**src/rtl/corner_pkg.sv**
```systemverilog
package corner_pkg;

    localparam int RING_N = 16;
    localparam int ARC_N  = 9;

    // Rotation s of the arc template: ARC_N ones starting at ring index s,
    // wrapping past the last index back to index 0.
    function automatic logic [RING_N-1:0] arc_template(input int start);
        logic [RING_N-1:0] pat;
        pat = '0;
        for (int k = 0; k < ARC_N; k++) begin
            pat[(start + k) % RING_N] = 1'b1;
        end
        return pat;
    endfunction

endpackage

```
**src/rtl/corner_bounds.sv**
```systemverilog
module corner_bounds #(
    parameter int PIX_W = 8
) (
    input  logic [PIX_W-1:0] centre,
    input  logic [PIX_W-1:0] threshold,
    output logic [PIX_W-1:0] upper,
    output logic [PIX_W-1:0] lower
);

    localparam logic [PIX_W-1:0] PIX_MAX = '1;

    logic [PIX_W:0] sum_w;
    logic [PIX_W:0] diff_w;

    always_comb begin
        sum_w  = {1'b0, centre} + {1'b0, threshold};
        diff_w = {1'b0, centre} - {1'b0, threshold};
        upper  = sum_w[PIX_W]  ? PIX_MAX : sum_w[PIX_W-1:0];
        lower  = diff_w[PIX_W] ? '0      : diff_w[PIX_W-1:0];
    end

endmodule

```
**src/rtl/corner_ring_compare.sv**
```systemverilog
module corner_ring_compare #(
    parameter int PIX_W  = 8,
    parameter int RING_N = 16
) (
    input  logic [RING_N*PIX_W-1:0] ring,
    input  logic [PIX_W-1:0]        upper,
    input  logic [PIX_W-1:0]        lower,
    output logic [RING_N-1:0]       brighter,
    output logic [RING_N-1:0]       darker
);

    for (genvar i = 0; i < RING_N; i++) begin : g_pix
        logic [PIX_W-1:0] px;
        assign px          = ring[i*PIX_W +: PIX_W];
        assign brighter[i] = px > upper;
        assign darker[i]   = px < lower;
    end

endmodule

```
**src/rtl/corner_arc_match.sv**
```systemverilog
module corner_arc_match
    import corner_pkg::*;
(
    input  logic [RING_N-1:0] vec,
    output logic              hit
);

    logic [RING_N-1:0] rot_hit;

    for (genvar s = 0; s < RING_N; s++) begin : g_rot
        localparam logic [RING_N-1:0] PAT = arc_template(s);
        assign rot_hit[s] = (vec & PAT) == PAT;
    end

    assign hit = |rot_hit;

endmodule

```
**src/rtl/corner_seg_detect.sv**
```systemverilog
module corner_seg_detect
    import corner_pkg::*;
#(
    parameter int LANES = 4,
    parameter int PIX_W = 8
) (
    input  logic                          clk,
    input  logic                          rst_n,
    input  logic                          in_valid,
    input  logic [PIX_W-1:0]              threshold,
    input  logic [LANES*PIX_W-1:0]        centre,
    input  logic [LANES*RING_N*PIX_W-1:0] ring,
    output logic                          out_valid,
    output logic [LANES-1:0]              out_corner
);

    localparam int LANE_RING_W = RING_N * PIX_W;

    typedef struct packed {
        logic                           cmp_v;
        logic [LANES-1:0][RING_N-1:0]   br;
        logic [LANES-1:0][RING_N-1:0]   dk;
        logic                           res_v;
        logic [LANES-1:0]               flag;
    } pipe_t;

    pipe_t pipe_d, pipe_q;

    logic [LANES-1:0][RING_N-1:0] br_w, dk_w;
    logic [LANES-1:0]             br_hit, dk_hit;

    for (genvar l = 0; l < LANES; l++) begin : g_lane
        logic [PIX_W-1:0] upper_w, lower_w;

        corner_bounds #(.PIX_W(PIX_W)) i_bounds (
            .centre    (centre[l*PIX_W +: PIX_W]),
            .threshold (threshold),
            .upper     (upper_w),
            .lower     (lower_w)
        );

        corner_ring_compare #(.PIX_W(PIX_W), .RING_N(RING_N)) i_cmp (
            .ring     (ring[l*LANE_RING_W +: LANE_RING_W]),
            .upper    (upper_w),
            .lower    (lower_w),
            .brighter (br_w[l]),
            .darker   (dk_w[l])
        );

        corner_arc_match i_match_br (
            .vec (pipe_q.br[l]),
            .hit (br_hit[l])
        );

        corner_arc_match i_match_dk (
            .vec (pipe_q.dk[l]),
            .hit (dk_hit[l])
        );
    end

    always_comb begin
        pipe_d       = pipe_q;
        pipe_d.cmp_v = in_valid;
        pipe_d.br    = in_valid ? br_w : '0;
        pipe_d.dk    = in_valid ? dk_w : '0;
        pipe_d.res_v = pipe_q.cmp_v;
        pipe_d.flag  = pipe_q.cmp_v ? (br_hit | dk_hit) : '0;
    end

    always_ff @(posedge clk) begin
        if (!rst_n) begin
            pipe_q <= '0;
        end else begin
            pipe_q <= pipe_d;
        end
    end

    assign out_valid  = pipe_q.res_v;
    assign out_corner = pipe_q.flag;

endmodule

```
**config.mk**
```make
export PLATFORM = sky130hd
export DESIGN_NAME = corner_seg_detect
export DESIGN_NICKNAME = d
export VERILOG_FILES = /design/src/rtl/corner_pkg.sv /design/src/rtl/corner_bounds.sv /design/src/rtl/corner_ring_compare.sv /design/src/rtl/corner_arc_match.sv /design/src/rtl/corner_seg_detect.sv
export SDC_FILE = /design/constraint.sdc
export NUM_CORES = 1
export LEC_CHECK = 0
export ABC_AREA = 1
export ABC_CLOCK_PERIOD_IN_PS = 4300
export CAP_MARGIN = 25
export CORE_MARGIN = 2
export CORE_UTILIZATION = 65
export CTS_CLUSTER_SIZE = 12
export DETAILED_ROUTE_END_ITERATION = 6
export DONT_BUFFER_PORTS = 1
export PLACE_DENSITY_LB_ADDON = 0.1
export RECOVER_POWER = 25
export REMOVE_ABC_BUFFERS = 1
export SLEW_MARGIN = 10
export SYNTH_ARGS = -nofsm -noshare
export SYNTH_HDL_FRONTEND = slang
export SYNTH_HIERARCHICAL = 1
export SYNTH_SLANG_ARGS = --single-unit
```
**constraint.sdc**
```tcl
create_clock -name clk -period 4.3 [get_ports clk]
set_input_delay 0.43 -clock clk [delete_from_list [all_inputs] [get_ports clk]]
set_output_delay 0.43 -clock clk [all_outputs]
set_load 0.01 [all_outputs]
```
# Word level (Yosys, flattened, before mapping)
# Index checks and enable logic that the tools add are counted.
# classes
reduce_logical	10
eq_ne	128
magnitude_cmp	128
add_sub_neg	8
bitwise_logic	1
n_mux	8
# ops
operator	count
$eq 9x9->1 const B	128
$gt 8x8->1	64
$lt 8x8->1	64
$reduce_or 16->1	8
$mux 8	8
$add 8x8->9	4
$sub 8x8->9	4
$or 4x4->4	1
$reduce_and 2->1	2
# totals
word_cells	294
out_inout_bits	5
reg_bits	134
input_bits	555

# Logic depth before layout (Yosys ltp)
# logic_depth
depth_word	3
ltp_mapped	20
mapped_depth_nobuf	19

# By module
# The synthesis kept the hierarchy.
# modules_own_cells
module	cells_per_inst	instances	area_per_inst_um2	seq_area_each_um2
corner_ring_compare (g_lane[0].i_cmp ...)	848	3	5624.1	0.0
corner_ring_compare (g_lane[1].i_cmp)	850	1	5631.7	0.0
corner_seg_detect	420	1	3880.0	2682.6
corner_bounds	155	4	878.3	0.0
corner_arc_match	58	8	261.5	0.0

# Least setup slack after synthesis
# No wires, ideal clock.
# synth_timing
kind	input -> register
start	in threshold[0]
end	reg pipe_q[83] in the netlist's numbering
n_path_buf	0
stages	15
t_arrival_ns	2.469
setup_time_ns	0.116
t_required_ns	4.184
setup_slack_ns	1.715
cell_sequence	ha_1 > fa_1 > inv_1 > o21ai_2 > nand2_2 > nor2_2 > nor2_8 > nand3_1 > inv_1 > ha_1 > a21o_1 > nor2_1 > a21oi_1 > inv_1 > nor2_1
# synth_rtl
item	line	source
from (decl)	corner_seg_detect.sv:10	input logic [PIX_W-1:0] threshold,
to (signal assigned)	corner_seg_detect.sv:74	pipe_q <= pipe_d;
to (decl)	corner_seg_detect.sv:27	pipe_t pipe_d, pipe_q;

==> flow_summary.rst <==
.. list-table::
   :header-rows: 1

   * - Metric
     - Value
   * - Outcome
     - finished, violations left
   * - Violated checks
     - capacitance limit, slew limit
   * - Maximum number of pins on one net before global-route repair
     - 68
   * - I/O Pins
     - 560
   * - Crit path DAT
     - 3810 ps
   * - Sinks on the clock net
     - 134
   * - Die Wd
     - 225.8 um
   * - Worst relative slew slack
     - -0.7011
   * - Number of DRC violations after detailed routing
     - 0
   * - Number of standard cells in the final layout excluding fillers
     - 5604
   * - Sequential share of the synthesized area
     - 0.08386
   * - Maximum ir drop on the vdd rail
     - 0.0001689 V
   * - Largest cells by area after synthesis
     - ha_1, nand2_1, inv_1
   * - Fillers
     - 4536
   * - CP Launch Point
     - threshold[0]
   * - Final nets
     - 6518
   * - Dominant cell type by count on the critical path
     - nor2_1
   * - Synth async-reset ratio
     - 0
   * - Worst-case register-to-register setup slack
     - 3000 ps
   * - Net load switching power
     - 4.045 mW
   * - Largest area contributor in the synthesized netlist
     - ha_1
   * - Placement-stage cell area
     - 0.03280 mm^2
   * - Cell at the slowest stage of the critical path
     - clkbuf_1
   * - Total Neg Setup Slack
     - 0 ps
   * - Maximum Capacitance Violations
     - 1
   * - Highest achievable clock rate
     - 291.9 MHz
   * - Path depth of the worst reg2reg path
     - 8
   * - Fraction of power spent switching nets
     - 0.4756
   * - Cell area after technology mapping
     - 0.03199 mm^2
   * - Worst Max-Slew Pin Slew
     - 2552 ps
   * - Number of storage elements in the synthesis netlist
     - 134
   * - Power Dens Cells
     - 254.7 mW/mm^2
   * - Synthesis Warnings
     - 6
   * - Total setup violations reported at the end of the flow
     - 0
   * - Leak
     - 19.44 nW
   * - Total GRT Usage
     - 0.3680
   * - Unrepaired setup endpoints after global routing
     - no
   * - Final Skew
     - 7.104 ps
   * - Count of buffers from port buffering
     - 0
   * - Number of antenna diodes
     - 0
   * - Relative contribution of sequential cells to total power
     - 0.172
   * - Number of buffers inserted for hold repair after clock tree synthesis
     - 0
   * - Portion of total power attributed to combinational logic
     - 0.628
   * - Final RePlAce weighted congestion
     - 0.9553
   * - Final hold violations
     - 0
   * - Internal power consumption
     - 4.461 mW
   * - First-pass GRT wire length
     - 147400 um
   * - Overall Power
     - 8.507 mW
   * - Critical path data required time
     - 4690 ps
   * - Synthesized netlist cell count
     - 4898
   * - Clock tree from TritonCTS
     - built
   * - Most used standard cell by instance count after synthesis
     - nand2_1
   * - Final number of max-transition violations
     - 63
   * - Vertical die dimension
     - 225.8 um
   * - Clock buffers created by TritonCTS
     - 17
   * - Number of post-CTS setup repair buffers
     - 0
   * - Post-DR vias/cell
     - 5.439
   * - Avg Inst Size Synth
     - 6.531 um^2
   * - Maximum number of buffers from clock root to sink
     - 2
   * - Main flop type after synthesis
     - dfxtp_1
   * - Clock-pin slew reported for the worst setup and hold paths after clock tree synthesis
     - 60 ps
   * - Overflow left after global routing
     - 0
   * - Starting density of the core
     - 0.6562
   * - Clock share of power
     - 0.200
   * - Placeable core region
     - 0.04875 mm^2
   * - Critical path capture point type
     - flop
   * - Final Instance Area
     - 0.03339 mm^2
   * - DR vias
     - 30481
   * - Critical register-to-register path startpoint
     - pipe_q[6]$_SDFF_PN0_
   * - Row count
     - 81
   * - Top-area cell type share of the netlist area
     - 0.4021
   * - Post-synth top cells
     - nand2_1, ha_1, inv_1, nor2_1, a21oi_1
   * - Fraction of layout cells with a size suffix above 1
     - 0.06093
   * - Initial antenna violation count
     - 0
   * - Total wire length after detailed routing
     - 95090 um
   * - Vias in the first global route
     - 28392
   * - Area of the die
     - 0.05101 mm^2
   * - Largest stage delay on the critical path
     - 600 ps
   * - Share of the clock period used by the worst path
     - 0.7967
   * - Resized Gates After CTS
     - 0
   * - Cell breakdown of the critical path
     - ha_1 -> fa_1 -> inv_1 -> o21ai_2 -> nand2_1 -> nor2_2 -> nor2_1 -> nand3_1 -> inv_1 -> clkbuf_1 -> ha_1 -> nand2_1 -> nor2_1 -> nand3_1 -> nor2_1 -> a21oi_1 -> inv_1 -> nor2_1
   * - Number of enable-type register cells in the synthesized netlist
     - 0
   * - Root buffer cell
     - clkbuf_16
   * - Max FO, Critical Path
     - 12
   * - DP Wirelength
     - 76080 um
   * - Type of the worst min-delay path
     - in -> reg
   * - Number of iterations in the first detailed-routing pass
     - 5
   * - Clock Latency Late Sink
     - 460 ps
   * - Setup crit start kind
     - primary input
   * - Starting DRT DRC Count
     - 1699
   * - Count of unique library cells instantiated by Yosys
     - 31
   * - Final critical path time including I/O delays and setup
     - 3426 ps
   * - Kind of critical path
     - in -> reg
   * - Fin util
     - 0.6850
   * - H-tree levels
     - 4
   * - RR Endpoint
     - out_corner[0]$_SDFF_PN0_
   * - Critical Path Sink
     - pipe_q[126]$_SDFF_PN0_
   * - Dpl cells
     - 5572
   * - Average routed wire per standard cell
     - 16.97 um
   * - Area growth from synthesis to final layout
     - 4.384%
   * - Post-route antenna net violation count
     - 0
   * - Cell depth of the worst min-delay path
     - 6
stage by stage:
stage,hold slack (ps),worst slack [ps]
CTS,335.7,1476
floorplan,462.2,1651
global placement,749.5,1081
detailed placement,742.1,1042
finish,354.6,874.3
global route,390.8,650.1
critical path: cells and delay by family:
| family | cells | cell delay (ps) |
|---|---|---|
| buffers and inverters | 4 | 1140 |
| and+or+nand+nor | 9 | 1070 |
| adders and majority gates | 3 | 990 |
| AOI/OAI and AO/OA | 2 | 160 |
state kept, by name (all words and copies together) (netlist names):
register,flops
out_valid,1
out_corner,4
pipe_d,1
pipe_q,128
per-layer routing:
layer / track usage / wire length [um]
met1: 0.4304 / 39200
met2: 0.6217 / 42480
met3: 0.09693 / 8350
met4: 0.1799 / 5057
met5: 0 / 0
layout by cell type, fill, tap and decap left out, types with 5 or more instances in the layout:
cell	Yosys	layout
nand2_2	81	74
nor2_1	594	596
clkbuf_16	0	17
bufinv_16	0	5
nand3_1	196	196
o21ai_0	64	65
nor2_2	28	28
inv_2	26	24
a21o_1	68	68
a21oi_1	452	454
o21ai_2	12	11
nand4_1	8	8
buf_4	4	36
clkinv_2	40	42
dfxtp_1	134	134
nor3b_1	8	8
nand2_1	1311	1318
nor2_4	8	8
xor2_1	16	16
fa_1	8	8
inv_1	722	724
a21oi_2	40	38
ha_1	1028	1028
worst min-delay path by stage:
| stage | startpoint | end |
|---|---|---|
| global route | ring[375] | pipe_q[51]$_SDFF_PN0_ |
| CTS | ring[351] | pipe_q[48]$_SDFF_PN0_ |
| floorplan | pipe_d[4]$_SDFF_PN0_ | out_valid$_SDFF_PN0_ |
| detailed placement | pipe_q[46]$_SDFF_PN0_ | out_corner[2]$_SDFF_PN0_ |
| finish | ring[471] | pipe_q[63]$_SDFF_PN0_ |
| global placement | pipe_q[46]$_SDFF_PN0_ | out_corner[2]$_SDFF_PN0_ |
layout make-up:
class,count,area [um^2],share of cell area
Timing Repair Buffer,40,301.5,0.009030
Multi-Input combinational cell,3946,25900,0.7757
Sequential cell,134,2683,0.08034
Inverter,788,3008,0.09008
Tap cell,664,830.8,0.02488
Clock inverter,11,195.2,0.005845
Clock buffer,21,470.5,0.01409
cell families after synthesis:
family / share of synthesized area
compound gates: 0.1119
simple gates: 0.2883
fa+ha+maj: 0.4071
buf+inv: 0.1045
flops: 0.08386
xor+xnor: 0.004381
power by group through the flow:
stage | clock network (mW) | logic, mW | registers (mW)
3_5_place_dp | 0 | 5.29 | 1.48
2_1_floorplan | 0 | 3.98 | 1.44
5_1_grt | 1.77 | 6.25 | 1.47
6_report | 1.70 | 5.34 | 1.46
4_1_cts | 1.72 | 5.33 | 1.46
3_3_place_gp | 0 | 5.13 | 1.48
Power figures use the tool's default switching activity.
